--- config.mk ---
export PLATFORM = sky130hd
export DESIGN_NAME = byte_lane_bridge
export DESIGN_NICKNAME = d
export VERILOG_FILES = /design/src/rtl/blb_pkg.sv /design/src/rtl/blb_lane_pick.sv /design/src/rtl/blb_phase_timer.sv /design/src/rtl/blb_cs_decode.sv /design/src/rtl/blb_read_pack.sv /design/src/rtl/byte_lane_bridge.sv
export SDC_FILE = /design/constraint.sdc
export NUM_CORES = 1
export LEC_CHECK = 0
export ABC_AREA = 1
export BUFFER_PORTS_ARGS = -buffer_cell sky130_fd_sc_hd__buf_2
export CORE_AREA = 5 5 115 117
export CTS_CLUSTER_DIAMETER = 120
export CTS_CLUSTER_SIZE = 16
export DETAILED_ROUTE_END_ITERATION = 7
export DIE_AREA = 0 0 120 122
export GPL_TIMING_DRIVEN = 0
export PLACE_DENSITY = 0.69
export SYNTH_ARGS = -nofsm -noshare
export SYNTH_HDL_FRONTEND = slang
export SYNTH_HIERARCHICAL = 1
export SYNTH_SLANG_ARGS = --single-unit
--- constraint.sdc ---
create_clock -name clk -period 2.98 [get_ports clk]
set_input_delay 0.447 -clock clk [delete_from_list [all_inputs] [get_ports clk]]
set_output_delay 0.447 -clock clk [all_outputs]
set_load 0.1 [all_outputs]
--- src/rtl/blb_pkg.sv ---
package blb_pkg;

   typedef enum logic [2:0] {
      PH_IDLE,
      PH_SETUP,
      PH_STROBE,
      PH_HOLD,
      PH_DONE
   } blb_phase_e;

endpackage

--- src/rtl/blb_lane_pick.sv ---
module blb_lane_pick #(
   parameter int LANES = 4,
   parameter int SEL_W = 2
) (
   input  logic [LANES-1:0] mask,
   output logic             any,
   output logic [SEL_W-1:0] idx
);

   // Lowest set bit wins: scan downward so the last hit is the lowest.
   always_comb begin
      idx = '0;
      for (int i = LANES - 1; i >= 0; i--) begin
         if (mask[i]) idx = SEL_W'(i);
      end
   end

   assign any = |mask;

endmodule

--- src/rtl/blb_phase_timer.sv ---
module blb_phase_timer #(
   parameter int CNT_W = 2
) (
   input  logic             clk,
   input  logic             rst_n,
   input  logic             load,
   input  logic [CNT_W-1:0] load_val,
   output logic             last
);

   logic [CNT_W-1:0] cnt_q;

   always_ff @(posedge clk or negedge rst_n) begin
      if (!rst_n) begin
         cnt_q <= '0;
      end else if (load) begin
         cnt_q <= load_val;
      end else if (cnt_q != '0) begin
         cnt_q <= cnt_q - 1'b1;
      end
   end

   assign last = (cnt_q == '0);

endmodule

--- src/rtl/blb_cs_decode.sv ---
module blb_cs_decode #(
   parameter int CS_BITS = 3,
   parameter int NUM_CS  = 8
) (
   input  logic               en,
   input  logic [CS_BITS-1:0] sel,
   output logic [NUM_CS-1:0]  cs_n
);

   for (genvar g = 0; g < NUM_CS; g++) begin : g_line
      assign cs_n[g] = !(en && (sel == CS_BITS'(g)));
   end

endmodule

--- src/rtl/blb_read_pack.sv ---
module blb_read_pack #(
   parameter int LANES  = 4,
   parameter int LANE_W = 8,
   parameter int SEL_W  = 2
) (
   input  logic                    clk,
   input  logic                    rst_n,
   input  logic                    clear,
   input  logic                    capture,
   input  logic [SEL_W-1:0]        idx,
   input  logic [LANE_W-1:0]       din,
   output logic [LANES*LANE_W-1:0] data
);

   for (genvar g = 0; g < LANES; g++) begin : g_lane
      logic [LANE_W-1:0] byte_q;

      always_ff @(posedge clk or negedge rst_n) begin
         if (!rst_n) begin
            byte_q <= '0;
         end else if (clear) begin
            byte_q <= '0;
         end else if (capture && (idx == SEL_W'(g))) begin
            byte_q <= din;
         end
      end

      assign data[g*LANE_W +: LANE_W] = byte_q;
   end

endmodule

--- src/rtl/byte_lane_bridge.sv ---
module byte_lane_bridge #(
   parameter int ADDR_W     = 20,
   parameter int DATA_W     = 32,
   parameter int LANE_W     = 8,
   parameter int CS_BITS    = 3,
   parameter int SETUP_CYC  = 2,
   parameter int STROBE_CYC = 3,
   parameter int HOLD_CYC   = 1
) (
   input  logic                         clk,
   input  logic                         rst_n,
   input  logic [ADDR_W-1:0]            s_addr,
   input  logic                         s_read,
   input  logic                         s_write,
   input  logic [DATA_W/LANE_W-1:0]     s_byteen,
   input  logic [DATA_W-1:0]            s_wdata,
   output logic [DATA_W-1:0]            s_rdata,
   output logic                         s_waitreq,
   output logic [ADDR_W-CS_BITS-1:0]    x_addr,
   output logic [(1<<CS_BITS)-1:0]      x_cs_n,
   output logic                         x_rd_n,
   output logic                         x_wr_n,
   output logic [LANE_W-1:0]            x_dout,
   output logic                         x_dout_en,
   input  logic [LANE_W-1:0]            x_din
);

   import blb_pkg::*;

   localparam int LANES  = DATA_W / LANE_W;
   localparam int SEL_W  = (LANES > 1) ? $clog2(LANES) : 1;
   localparam int DEV_W  = ADDR_W - CS_BITS;
   localparam int NUM_CS = 1 << CS_BITS;
   localparam int T_MAX  = (SETUP_CYC > STROBE_CYC)
                           ? ((SETUP_CYC > HOLD_CYC) ? SETUP_CYC : HOLD_CYC)
                           : ((STROBE_CYC > HOLD_CYC) ? STROBE_CYC : HOLD_CYC);
   localparam int CNT_W  = (T_MAX > 1) ? $clog2(T_MAX) : 1;
   localparam logic [CNT_W-1:0] SETUP_LD  = CNT_W'(SETUP_CYC - 1);
   localparam logic [CNT_W-1:0] STROBE_LD = CNT_W'(STROBE_CYC - 1);
   localparam logic [CNT_W-1:0] HOLD_LD   = CNT_W'(HOLD_CYC - 1);

   // ---------------- elaboration checks ----------------
   if (DATA_W % LANE_W != 0) begin : g_bad_lane_div
      $error("DATA_W must be a multiple of LANE_W");
   end
   if (LANES < 2 || (LANES & (LANES - 1)) != 0) begin : g_bad_lanes
      $error("lane count must be a power of two of at least 2");
   end
   if (DEV_W <= SEL_W) begin : g_bad_addr
      $error("address too narrow for chip-select and lane bits");
   end
   if (SETUP_CYC < 1 || STROBE_CYC < 1 || HOLD_CYC < 1) begin : g_bad_timing
      $error("setup, strobe and hold must each be at least one clock");
   end

   // ---------------- request state ----------------
   blb_phase_e         phase_q;
   logic [LANES-1:0]   pend_q;
   logic [ADDR_W-1:0]  addr_q;
   logic               wr_q;
   logic [DATA_W-1:0]  wdata_q;

   logic               req;
   logic               accept;
   logic               zero_be;
   logic               pend_any;
   logic [SEL_W-1:0]   cur_idx;
   logic [LANES-1:0]   cur_oh;
   logic               rest_any;
   logic               tm_last;
   logic               tm_load;
   logic [CNT_W-1:0]   tm_val;
   logic               in_cyc;
   logic               rd_capture;
   logic [DATA_W-1:0]  pack_data;

   assign req     = s_read | s_write;
   assign zero_be = (s_byteen == '0);
   assign accept  = (phase_q == PH_IDLE) && req && !zero_be;

   blb_lane_pick #(
      .LANES (LANES),
      .SEL_W (SEL_W)
   ) u_pick (
      .mask (pend_q),
      .any  (pend_any),
      .idx  (cur_idx)
   );

   assign cur_oh   = LANES'(1) << cur_idx;
   assign rest_any = |(pend_q & ~cur_oh);

   // timer reload at each phase entry
   always_comb begin
      tm_load = 1'b0;
      tm_val  = SETUP_LD;
      unique case (phase_q)
         PH_IDLE: begin
            tm_load = accept;
            tm_val  = SETUP_LD;
         end
         PH_SETUP: begin
            tm_load = tm_last;
            tm_val  = STROBE_LD;
         end
         PH_STROBE: begin
            tm_load = tm_last;
            tm_val  = HOLD_LD;
         end
         PH_HOLD: begin
            tm_load = tm_last && rest_any;
            tm_val  = SETUP_LD;
         end
         default: begin
            tm_load = 1'b0;
            tm_val  = SETUP_LD;
         end
      endcase
   end

   blb_phase_timer #(
      .CNT_W (CNT_W)
   ) u_timer (
      .clk      (clk),
      .rst_n    (rst_n),
      .load     (tm_load),
      .load_val (tm_val),
      .last     (tm_last)
   );

   always_ff @(posedge clk or negedge rst_n) begin
      if (!rst_n) begin
         phase_q <= PH_IDLE;
         pend_q  <= '0;
         addr_q  <= '0;
         wr_q    <= 1'b0;
         wdata_q <= '0;
      end else begin
         unique case (phase_q)
            PH_IDLE: begin
               if (accept) begin
                  phase_q <= PH_SETUP;
                  pend_q  <= s_byteen;
                  addr_q  <= s_addr;
                  wr_q    <= s_write;
                  wdata_q <= s_wdata;
               end
            end
            PH_SETUP: begin
               if (tm_last) phase_q <= PH_STROBE;
            end
            PH_STROBE: begin
               if (tm_last) phase_q <= PH_HOLD;
            end
            PH_HOLD: begin
               if (tm_last) begin
                  pend_q  <= pend_q & ~cur_oh;
                  phase_q <= rest_any ? PH_SETUP : PH_DONE;
               end
            end
            PH_DONE: begin
               phase_q <= PH_IDLE;
            end
            default: begin
               phase_q <= PH_IDLE;
            end
         endcase
      end
   end

   // ---------------- read assembly ----------------
   assign rd_capture = (phase_q == PH_STROBE) && tm_last && !wr_q;

   blb_read_pack #(
      .LANES  (LANES),
      .LANE_W (LANE_W),
      .SEL_W  (SEL_W)
   ) u_pack (
      .clk     (clk),
      .rst_n   (rst_n),
      .clear   (accept),
      .capture (rd_capture),
      .idx     (cur_idx),
      .din     (x_din),
      .data    (pack_data)
   );

   // ---------------- external side ----------------
   assign in_cyc = (phase_q == PH_SETUP) || (phase_q == PH_STROBE) || (phase_q == PH_HOLD);

   blb_cs_decode #(
      .CS_BITS (CS_BITS),
      .NUM_CS  (NUM_CS)
   ) u_cs (
      .en   (in_cyc),
      .sel  (addr_q[ADDR_W-1:DEV_W]),
      .cs_n (x_cs_n)
   );

   assign x_addr    = {addr_q[DEV_W-1:SEL_W], cur_idx};
   assign x_rd_n    = !((phase_q == PH_STROBE) && !wr_q);
   assign x_wr_n    = !((phase_q == PH_STROBE) && wr_q);
   assign x_dout    = wdata_q[cur_idx*LANE_W +: LANE_W];
   assign x_dout_en = in_cyc && wr_q;

   // ---------------- master side ----------------
   assign s_waitreq = req && (phase_q != PH_DONE) && !((phase_q == PH_IDLE) && zero_be);
   assign s_rdata   = (phase_q == PH_DONE) ? pack_data : '0;

   // ---------------- assertions ----------------

   cs_onehot_chk: assert property (@(posedge clk) disable iff (!rst_n)
      $onehot0(~x_cs_n));


   strobe_excl_chk: assert property (@(posedge clk) disable iff (!rst_n)
      !(!x_rd_n && !x_wr_n));


   strobe_has_cs_chk: assert property (@(posedge clk) disable iff (!rst_n)
      (!x_rd_n || !x_wr_n) |-> (x_cs_n != '1));


   addr_stable_chk: assert property (@(posedge clk) disable iff (!rst_n)
      ((!x_rd_n || !x_wr_n) && $past(!x_rd_n || !x_wr_n)) |-> ($stable(x_addr) && $stable(x_cs_n)));


   no_drive_on_read_chk: assert property (@(posedge clk) disable iff (!rst_n)
      !(x_dout_en && !x_rd_n));


   zero_be_rdata_chk: assert property (@(posedge clk) disable iff (!rst_n)
      (s_read && (s_byteen == '0) && !s_waitreq && (x_cs_n == '1)) |-> (s_rdata == '0));


   pend_nonempty_chk: assert property (@(posedge clk) disable iff (!rst_n)
      in_cyc |-> pend_any);

endmodule

After elaboration in Yosys (flattened, before gate mapping) --
Index checks and enable logic that the tools add are counted.
Operators by class: shifts and indexed selects 2, equal/unequal tests 19, multiplexer cells 26, bitwise logic cells 3, multipliers 0, order comparisons 0, div/mod/pow operators 0, reduce and logical (&&, ||, !) cells 55, add/sub/neg operators 1
Operator list (number):
- $mux 8 | 8
- $mux 32 | 1
- $shiftx 32x6->8 | 1
- $logic_and 1x1->1 | 23
- $eq 3x3->1 const B | 5
- $mux 3 | 5
- $reduce_bool 2->1 | 7
- $logic_not 1->1 | 13
- $eq 3x2->1 const B | 4
- $mux 2 | 6
- $pmux 3 s4 | 1
- $mux 4 | 2
- $ne 2x2->1 const B | 4
- $pmux 4 s2 | 1
- $eq 3x1->1 const B | 2
- $logic_not 3->1 | 2
- $and 4x4->4 | 1
- $eq 2x2->1 const B | 2
- $logic_not 2->1 | 2
- $logic_not 4->1 | 1
- $not 4->4 | 1
- $pmux 2 s2 | 1
- $reduce_and 4->1 | 1
- $reduce_or 4->1 | 1
- 10 further kinds | 11
Storage, ports and cells: memories kept 0, register bits after elaboration 94, latch bits 0, memory bits (writable) 0, word-level logic and storage cells 116, input port bits 68, ROM bits 0, output and inout port bits 69

Logic depth before layout (Yosys ltp) --
Gate-level depths: netlist of run 1.
depth in word-level cells 11, gate-level depth with buffers 13, depth with buffers taken out 13

Hierarchy --
The synthesis of run 1 kept the hierarchy.
By module, submodules not included:
- byte_lane_bridge | times used 1, seq. area each 1451.4 um2, area each 3034.2 um2, cells an instance 426
- blb_read_pack | times used 1, seq. area each 800.8 um2, area each 1446.4 um2, cells an instance 163
- blb_phase_timer | times used 1, seq. area each 50.0 um2, area each 120.1 um2, cells an instance 17
- blb_cs_decode | times used 1, seq. area each 0.0 um2, area each 73.8 um2, cells an instance 19
- blb_lane_pick | times used 1, seq. area each 0.0 um2, area each 46.3 um2, cells an instance 9

Least setup slack after synthesis of run 1 --
No wires, ideal clock.
path type register to output, start register pend_q[0], end output port x_dout[1], data required time 2533 ps, path slack -502 ps, buffers on the path 2, data arrival time 3035 ps, cell stages (with the launch flop) 8, path through dfrtp_1 inv_1 nand2_1 a21oi_2 buf_2 clkbuf_1 nand3_1 nand3_1
On the way: cells in the longest elaborated chain, start to end 2
RTL lines:
- from (decl) | line byte_lane_bridge.sv:58 | logic [LANES-1:0] pend_q;
- from (signal assigned) | line byte_lane_bridge.sv:143 | pend_q <= s_byteen;
- from (signal assigned) | line byte_lane_bridge.sv:157 | pend_q <= pend_q & ~cur_oh;
- $mux 2 | line blb_lane_pick.sv:14 | if (mask[i]) idx = SEL_W'(i);
- net x_addr[1] | line byte_lane_bridge.sv:19 | output logic [ADDR_W-CS_BITS-1:0] x_addr,
- $shiftx 32x6->8 | line byte_lane_bridge.sv:203 | assign x_dout = wdata_q[cur_idx*LANE_W +: LANE_W];
- to (decl) | line byte_lane_bridge.sv:23 | output logic [LANE_W-1:0] x_dout,
The timed path passes the listed nets, and every way through them passes these cells.

Worst setup path after layout of run 1 --
start register pend_q[0], end output port x_dout[2]
On the way: cells in the longest elaborated chain, start to end 2
RTL lines (line):
- $mux 2 | blb_lane_pick.sv:14
- $shiftx 32x6->8 | byte_lane_bridge.sv:203
No other way between the ends.

==> reports/metrics.yaml, run 1 <==
clocking:
  clkTransAtPathRegs_ps: 60
  cts_sinks: 92
  cts_root_buffer: "clkbuf_16"
  tritoncts: "yes"
  clkLatencyLatePin_ps: 330
  clock_path_buffers: 2
  numCtsBuffers: 9
  cts_setup_buffers: 0
  cts_htree_levels: 3
  cts_hold_buffers: 0
worst_setup_path:
  path_class: "flop to output port"
  crit_path_max_incr_delay_ps: 430
  reg2reg_to: "u_timer/cnt_q[0]$_DFFE_PN0P_"
  critPathBufInv: 3
  required_ps: 2530
  cp-end-kind: "output port"
  reg2reg_slack_ps: 870
  cp.arrival_ps: 2330
  r2r-start: "pend_q[0]$_DFFE_PN0P_"
  cp_slowest_cell: "dfrtp_1"
  critPathMaxFanout: 10
  start_kind: "flop"
  worstRegToRegCells: 13
  worstPathCellList: "inv_1, nand2_1, a21oi_4, buf_2, nor2_1, a22oi_1, nand3_2, buf_4"
  cp_top_family: "buffers and inverters"
detailed_routing:
  ant_nets: 0
  drt-total-wl_mm: 12.1
  drt_first_pass_iters: 4
  avgViaCountPerCell: 4.57
  first_iter_violations: 306
  wl_per_cell_um: 12.9
  drcViolationCount: 0
  vias: 4271
timing:
  rsz0062_at_grt: "false"
  worst_slew_pin_slew_ps: 594
  slew_violations: 0
  hold_violations: 0
  skew_ps: 9.71
  maxSlewHeadroom_pct: 60.4
  period_share_pct: 93.0
  setup_tns_ps: 0
  fmax_ghz: 0.361
  setup_viol: 0
  fin_crit_ps: 2770
job:
  maxCapViolCount: 0
floorplan:
  rows: 41
  dieWidth_um: 120
  die_y_um: 122
  core_um2: 12300
  die_area_um2: 14600
  io_pins: 137
  start_util_pct: 38.5
synth:
  yosysWarnings: 6
  syn_area_per_cell_um2: 7.45
  synthCells: 633
  synth_nets: 702
  synth_area_um2: 4710
hold_path:
  hp-class: "input pin to asynchronous set/reset pin"
grt:
  antenna_found_initial: 0
  overflow: 0
  grt_first_pass_wirelength_mm: 19.5
  grt_pass1_vias: 4028
  grt_usage_pct: 16.6
  grt_max_degree: 50
finish:
  area_growth_syn_to_layout_pct: 27.3
  diodes: 0
  fin_util_pct: 49.0
  fin_nets: 848
  drive_gt1_share_pct: 29.2
placed_design:
  port_buffers: 134
  hpwlAfterDp_mm: 9.16
  gp_congestion: 0.853
outcome:
  status: "finished clean"
==> layout by cell type (no fill, tap or decap), types with 3 or more instances in the layout <==
| cell type | n |
|---|---|
| o21ai_0 | 14 |
| nand3_1 | 71 |
| clkbuf_8 | 4 |
| nor2_2 | 11 |
| nor2_1 | 44 |
| a22oi_1 | 8 |
| inv_1 | 65 |
| dfrtp_1 | 92 |
| clkbuf_16 | 9 |
| nand3_2 | 9 |
| a21oi_1 | 4 |
| buf_4 | 31 |
| inv_2 | 10 |
| nand3_4 | 3 |
| buf_2 | 140 |
| nand2_1 | 250 |
==> per-stage QoR <==
step	hold WS, ps	setup slack, ps	cells	instance area, um2
after CTS	129	63.0	934	6000
after detailed placement	466	312	918	5660
after global placement	464	323	917	5630
final	116	208	934	6000
after floorplan	151	205	633	4770
after global routing	162	85.1	934	6000
==> repair_timing <==
item	CTS	global route
hold endpoints to repair	0	0
setup endpoints to repair	8	3
resized for setup	8	2
==> area by class of cell <==
| cell class | count | area [um2] |
|---|---|---|
| tap | 150 | 188 |
| multi-input combinational | 425 | 1920 |
| clock buffer | 13 | 280 |
| sequential | 92 | 2300 |
| clock inverter | 3 | 42.5 |
| buffer | 39 | 256 |
| fill | 1220 | 6260 |
| timing repair buffer | 135 | 721 |
| inverter | 77 | 289 |
==> worst register-to-register path, cell delays in order (launching register included) <==
cell and delay [ps]:
dfrtp_1 430, inv_1 70, nand2_1 70, a21oi_4 280
buf_2 280, nand2_1 80, nand2_1 100, nand4_1 120
nand3_1 110, nand3_1 140, inv_1 120, nand2_1 70
nand2_1 80, nand2_1 50
==> layer usage <==
layer | GRT usage (%) | wire, um
met1 | 22.9 | 5750
met5 | 0 | 0
met2 | 26.5 | 5400
met4 | 5.80 | 170
met3 | 2.97 | 751
==> worst max path at each step <==
stage / start / cells past startpoint / end / slack, ps
after floorplan: pend_q[1]$_DFFE_PN0P_ / 7 / x_dout[0] / 210
after global placement: pend_q[1]$_DFFE_PN0P_ / 8 / x_dout[5] / 320
after detailed placement: pend_q[0]$_DFFE_PN0P_ / 8 / x_dout[5] / 310
after CTS: pend_q[1]$_DFFE_PN0P_ / 8 / x_dout[5] / 60
after global routing: pend_q[1]$_DFFE_PN0P_ / 8 / x_dout[2] / 90
final: pend_q[0]$_DFFE_PN0P_ / 8 / x_dout[2] / 210
==> state kept, by name (all words and copies together) (netlist names) <==
name                  cells
addr_q                   18
pend_q                    4
phase_q                   3
u_pack/g_lane.byte_q     32
u_timer/cnt_q             2
wdata_q                  32
wr_q                      1
Power of run 1 is left out: the tool's default activity adds up to more than one toggle a clock period on the data nets, which glitch-free logic cannot reach.
==> run 2: changes to the inputs <==
--- a/config.mk
+++ b/config.mk
@@ -13,7 +13,8 @@
 export DETAILED_ROUTE_END_ITERATION = 7
 export DIE_AREA = 0 0 120 122
 export GPL_TIMING_DRIVEN = 0
-export PLACE_DENSITY = 0.69
+export HOLD_SLACK_MARGIN = 0.12
+export PLACE_DENSITY_LB_ADDON = 0.05
 export SYNTH_ARGS = -nofsm -noshare
 export SYNTH_HDL_FRONTEND = slang
 export SYNTH_HIERARCHICAL = 1
==> reports/metrics.yaml, run 2 (same netlist as run 1, synthesis figures left out) <==
timing:
  fmax_ghz: 0.358  # was 0.361 GHz
  skew_ps: 5.78  # was 9.71 ps
  fin_crit_ps: 2800  # was 2770 ps
  worst_slew_pin_slew_ps: 516  # was 594 ps
  setup_tns_ps: 0  # unchanged
  maxSlewHeadroom_pct: 65.6  # was 60.4%
  slew_violations: 0  # unchanged
  rsz0062_at_grt: "false"  # unchanged
  hold_violations: 0  # unchanged
  period_share_pct: 93.9  # was 93.0%
  setup_viol: 0  # unchanged
worst_setup_path:
  cp_slowest_cell: "dfrtp_1"  # unchanged
  required_ps: 2530  # about the same
  critPathBufInv: 4  # was 3
  crit_path_max_incr_delay_ps: 440  # was 430 ps
  cp.arrival_ps: 2350  # was 2330 ps
  cp.depth: 8  # unchanged
  path_class: "flop to output port"  # unchanged
  critPathMaxFanout: 10  # unchanged
  cp_top_family: "buffers and inverters"  # unchanged
  worstPathCellList: "inv_1, nand2_1, a21oi_4, buf_2, clkbuf_2, nand3_1, nand3_2, clkbuf_4"  # was inv_1, nand2_1, a21oi_4, buf_2, nor2_1, a22oi_1, nand3_2, buf_4
  cp-end-kind: "output port"  # unchanged
  worstRegToRegCells: 13  # unchanged
  start_kind: "flop"  # unchanged
finish:
  drive_gt1_share_pct: 29.2  # about the same
  final_cell_mix: "nand2_1, buf_2, dfrtp_1, nand3_1, inv_1"  # unchanged
  final_common_cell: "nand2_1"  # unchanged
  regArea_um2: 2300  # unchanged
  diodes: 0  # unchanged
  multi_input_area_um2: 1930  # was 1920 um2
  fin_util_pct: 49.0  # about the same
  fillers: 1278  # was 1220
  largestRegisters: "u_pack/g_lane.byte_q: 32 flops, wdata_q: 32 flops, addr_q: 18 flops"  # unchanged
  area_growth_syn_to_layout_pct: 27.5  # was 27.3%
  fin_nets: 849  # was 848
placed_design:
  gp_congestion: 0.822  # was 0.853
  port_buffers: 134  # unchanged
  hpwlAfterDp_mm: 9.43  # was 9.16 mm
hold_path:
  hold_depth: 3
  hp-class: "input pin to flop"  # was input pin to asynchronous set/reset pin
detailed_routing:
  first_iter_violations: 237  # was 306
  drt-total-wl_mm: 12.7  # was 12.1 mm
  vias: 4323  # was 4271
  wl_per_cell_um: 13.6  # was 12.9 um
  avgViaCountPerCell: 4.62  # was 4.57
  drt_first_pass_iters: 6  # was 4
  ant_nets: 0  # unchanged
  drcViolationCount: 0  # unchanged
grt:
  antenna_found_initial: 0  # unchanged
  overflow: 0  # unchanged
  grt_first_pass_wirelength_mm: 20.5  # was 19.5 mm
  grt_pass1_vias: 4246  # was 4028
  grt_usage_pct: 17.6  # was 16.6%
  grt_max_degree: 59  # was 50
floorplan:
  rows: 41  # unchanged
  start_util_pct: 38.5  # unchanged
  core_um2: 12300  # unchanged
  dieWidth_um: 120  # unchanged
  io_pins: 137  # unchanged
  die_area_um2: 14600  # unchanged
  die_y_um: 122  # unchanged
clocking:
  numCtsBuffers: 9  # unchanged
  clkTransAtPathRegs_ps: 60  # about the same
  cts_setup_buffers: 0  # unchanged
  cts_root_buffer: "clkbuf_16"  # unchanged
  clock_path_buffers: 2  # unchanged
  tritoncts: "yes"  # unchanged
  cts_sinks: 92  # unchanged
  clkLatencyLatePin_ps: 340  # was 330 ps
  cts_htree_levels: 3  # unchanged
job:
  maxCapViolCount: 0  # unchanged
outcome:
  status: "finished clean"  # unchanged
## run 2: changes by cell type in the layout (fill, tap and decap cells not counted)
| cell | change |
|---|---|
| buf_4 | -8 |
| nor2_1 | -1 |
| clkinv_2 | +2 |
| bufinv_16 | +1 |
| clkbuf_8 | -3 |
| clkbuf_4 | +8 |
| dlygate4sd3_1 | +1 |
| clkinvlp_4 | -1 |
| clkbuf_1 | +1 |
| nor2_2 | +1 |
## run 2: metrics by stage
stage	hold slack [ps]	std cells	instance area [um2]	setup WS, ps
floorplan	151	633	4770	205
global placement	465	917	5630	270
detailed placement	452	918	5660	233
CTS	284	935	5990	49.6
global route	287	935	6010	38.5
finish	293	935	6010	183
## run 2: per-layer routing
layer | GRT usage [%] | up-vias | share of wire, %
li1 | - | 2228 | -
met1 | 23.0 | 1989 | 46
met2 | 28.9 | 94 | 48
met3 | 3.48 | 12 | 4.8
met4 | 6.59 | 0 | 1.4
met5 | 0 | - | 0
## run 2: tightest hold or removal path, delay by kind of cell
family | cells | cell delay, ps
and+or+nand+nor | 2 | 80
buffers and inverters | 1 | 70
## run 2: final cells by class
cell class                 count  area share [%]
multi-input combinational    425            32.0
clock inverter                 5            1.25
tap                          150            3.12
timing repair buffer         136            12.2
buffer                        39            4.27
inverter                      77            4.81
sequential                    92            38.3
clock buffer                  11            4.04
## run 2: path summary, 6_finish.rpt
kind                                             from                           end  slack, ps
worst min register to register  addr_q[9]$_DFFE_PN0P_         addr_q[9]$_DFFE_PN0P_        480
worst max register to register  pend_q[0]$_DFFE_PN0P_  u_timer/cnt_q[0]$_DFFE_PN0P_        750
worst min-delay path                       s_addr[11]        addr_q[11]$_DFFE_PN0P_        290
min in group asynchronous                       rst_n              wr_q$_DFFE_PN0P_        610
max in group asynchronous                       rst_n         addr_q[4]$_DFFE_PN0P_       1710
worst max-delay path            pend_q[0]$_DFFE_PN0P_                     x_dout[5]        180
## run 2: what timing repair did
action                                 4_1_cts  5_1_grt
gates resized for setup                      1        9
setup endpoints to repair                    8        8
hold buffers                                 1        0
endpoints found under the hold margin       34        0
Power of run 2 is left out for the same reason.
==> run 3: changes to the inputs <==
--- a/config.mk
+++ b/config.mk
@@ -7,14 +7,15 @@
 export LEC_CHECK = 0
 export ABC_AREA = 1
 export BUFFER_PORTS_ARGS = -buffer_cell sky130_fd_sc_hd__buf_2
-export CORE_AREA = 5 5 115 117
+export CORE_AREA = 2 2 112 114
 export CTS_CLUSTER_DIAMETER = 120
 export CTS_CLUSTER_SIZE = 16
 export DETAILED_ROUTE_END_ITERATION = 7
-export DIE_AREA = 0 0 120 122
+export DIE_AREA = 0 0 114 116
 export GPL_TIMING_DRIVEN = 0
 export HOLD_SLACK_MARGIN = 0.12
 export PLACE_DENSITY_LB_ADDON = 0.05
+export RECOVER_POWER = 50
 export SYNTH_ARGS = -nofsm -noshare
 export SYNTH_HDL_FRONTEND = slang
 export SYNTH_HIERARCHICAL = 1
==> reports/metrics.yaml, run 3 (same netlist as run 1, synthesis figures left out) <==
outcome:
  status: "finished clean"  # unchanged
grt:
  grt_most_used_layer: "met2"  # unchanged
  grt_use_met3_pct: 3.77  # was 3.48%
  use_met1_pct: 27.2  # was 23.0%
  grt_pass1_vias: 4199  # was 4246
  grt_first_pass_wirelength_mm: 20.3  # was 20.5 mm
  overflow: 0  # unchanged
  grt_max_degree: 48  # was 59
  grt_usage_pct: 19.7  # was 17.6%
  antenna_found_initial: 0  # unchanged
  met2_usage_pct: 31.1  # was 28.9%
worst_setup_path:
  required_ps: 2530  # about the same
  reg2reg_to: "u_pack/g_lane[3].byte_q[2]$_DFFE_PN0P_"  # was u_timer/cnt_q[0]$_DFFE_PN0P_
  worstRegToRegCells: 11  # was 13
  critPathBufInv: 4  # unchanged
  cp-end-kind: "output port"  # unchanged
  critPathMaxFanout: 10  # unchanged
  cp.arrival_ps: 2340  # was 2350 ps
  cp-startpoint: "pend_q[0]$_DFFE_PN0P_"  # unchanged
  crit_path_max_incr_delay_ps: 440  # about the same
  r2r-start: "phase_q[1]$_DFFE_PN0P_"  # was pend_q[0]$_DFFE_PN0P_
  path_class: "flop to output port"  # unchanged
  crit_path_end: "x_dout[5]"  # unchanged
  cp.depth: 8  # unchanged
  worstPathCellList: "inv_1, nand2_1, a21oi_4, buf_2, clkbuf_2, nand3_1, nand3_2, clkbuf_4"  # unchanged
  cp_top_family: "buffers and inverters"  # unchanged
  start_kind: "flop"  # unchanged
  reg2reg_slack_ps: 520  # was 750 ps
  cp_slowest_cell: "dfrtp_1"  # unchanged
finish:
  final_common_cell: "nand2_1"  # unchanged
  fin_nets: 848  # was 849
  regArea_um2: 2300  # unchanged
  fin_util_pct: 49.8  # was 49.0%
  diodes: 0  # unchanged
  fillers: 1235  # was 1278
  final_cell_mix: "nand2_1, buf_2, dfrtp_1, nand3_1, inv_1"  # unchanged
  largestRegisters: "u_pack/g_lane.byte_q: 32 flops, wdata_q: 32 flops, addr_q: 18 flops"  # unchanged
  area_growth_syn_to_layout_pct: 25.7  # was 27.5%
  drive_gt1_share_pct: 28.2  # was 29.2%
  multi_input_area_um2: 1910  # was 1930 um2
  finalNonFillerCells: 931  # was 935
detailed_routing:
  drcViolationCount: 0  # unchanged
  first_iter_violations: 248  # was 237
  drt-total-wl_mm: 12.5  # was 12.7 mm
  wl_per_cell_um: 13.4  # was 13.6 um
  ant_nets: 0  # unchanged
  drt_first_pass_iters: 4  # was 6
  vias: 4320  # was 4323
  avgViaCountPerCell: 4.64  # was 4.62
clocking:
  cts_sinks: 92  # unchanged
  cts_htree_levels: 3  # unchanged
  cts_root_buffer: "clkbuf_16"  # unchanged
  clkTransAtPathRegs_ps: 70  # was 60 ps
  numCtsBuffers: 9  # unchanged
  tritoncts: "yes"  # unchanged
  clock_path_buffers: 2  # unchanged
  cts_hold_buffers: 0  # was 1
  clkLatencyLatePin_ps: 340  # about the same
floorplan:
  io_pins: 137  # unchanged
  dieWidth_um: 114  # was 120 um
  rows: 40  # was 41
  core_um2: 11900  # was 12300 um2
  start_util_pct: 39.6  # was 38.5%
  die_area_um2: 13200  # was 14600 um2
  die_y_um: 116  # was 122 um
placed_design:
  port_buffers: 134  # unchanged
  placed_cells: 915  # was 918
  hpwlAfterDp_mm: 9.14  # was 9.43 mm
  gp_congestion: 0.837  # was 0.822
job:
  maxCapViolCount: 0  # unchanged
timing:
  setup_viol: 0  # unchanged
  skew_ps: 8.24  # was 5.78 ps
  rsz0062_at_grt: "false"  # unchanged
  fin_crit_ps: 2780  # was 2800 ps
  setup_tns_ps: 0  # unchanged
  worst_slew_pin_slew_ps: 1210  # was 516 ps
  period_share_pct: 93.4  # was 93.9%
  hold_slack_ps: 299  # was 293 ps
  maxSlewHeadroom_pct: 19.6  # was 65.6%
  hold_violations: 0  # unchanged
  fmax_ghz: 0.359  # was 0.358 GHz
  slew_violations: 0  # unchanged
hold_path:
  min_from: "s_wdata[18]"  # was s_addr[11]
  hp-class: "input pin to flop"  # unchanged
[run 3: metrics by stage]
stage          cell area (um2)  setup WS (ps)
2_1_floorplan             4770            205
3_3_place_gp              5620            272
3_5_place_dp              5650            282
4_1_cts                   5960           12.7
5_1_grt                   5930           33.1
6_report                  5930            195
[run 3: layout make-up]
class | instances | area share [%]
tap | 147 | 3.10
clock inverter | 4 | 0.802
multi-input combinational | 425 | 32.2
timing repair buffer | 135 | 11.7
buffer | 39 | 4.07
sequential | 92 | 38.8
clock buffer | 12 | 4.33
inverter | 77 | 4.88
[run 3: how the worst min path moves through the flow]
stage,endpoint,cells after the start
floorplan,addr_q[10]$_DFFE_PN0P_,0
global placement,wdata_q[7]$_DFFE_PN0P_,2
detailed placement,wdata_q[27]$_DFFE_PN0P_,2
CTS,u_timer/cnt_q[1]$_DFFE_PN0P_,1
global route,wdata_q[16]$_DFFE_PN0P_,3
finish,wdata_q[18]$_DFFE_PN0P_,3
[run 3: timing repair]
| item | 4_1_cts | 5_1_grt |
|---|---|---|
| resized for setup | 1 | 9 |
| setup endpoints to repair | 8 | 8 |
| pin swaps | 0 | 0 |
| setup buffers | 0 | 0 |
[run 3: worst min-delay path, stage by stage]
cell and delay (ps):
buf_2 80, nand2_1 40, nand2_1 40
[run 3: routing by layer]
metal	up-vias	routed length, um
met3	9	633
met4	0	131
li1	2231	-
met2	115	5960
met1	1965	5730
met5	-	0
Power of run 3 is left out for the same reason.
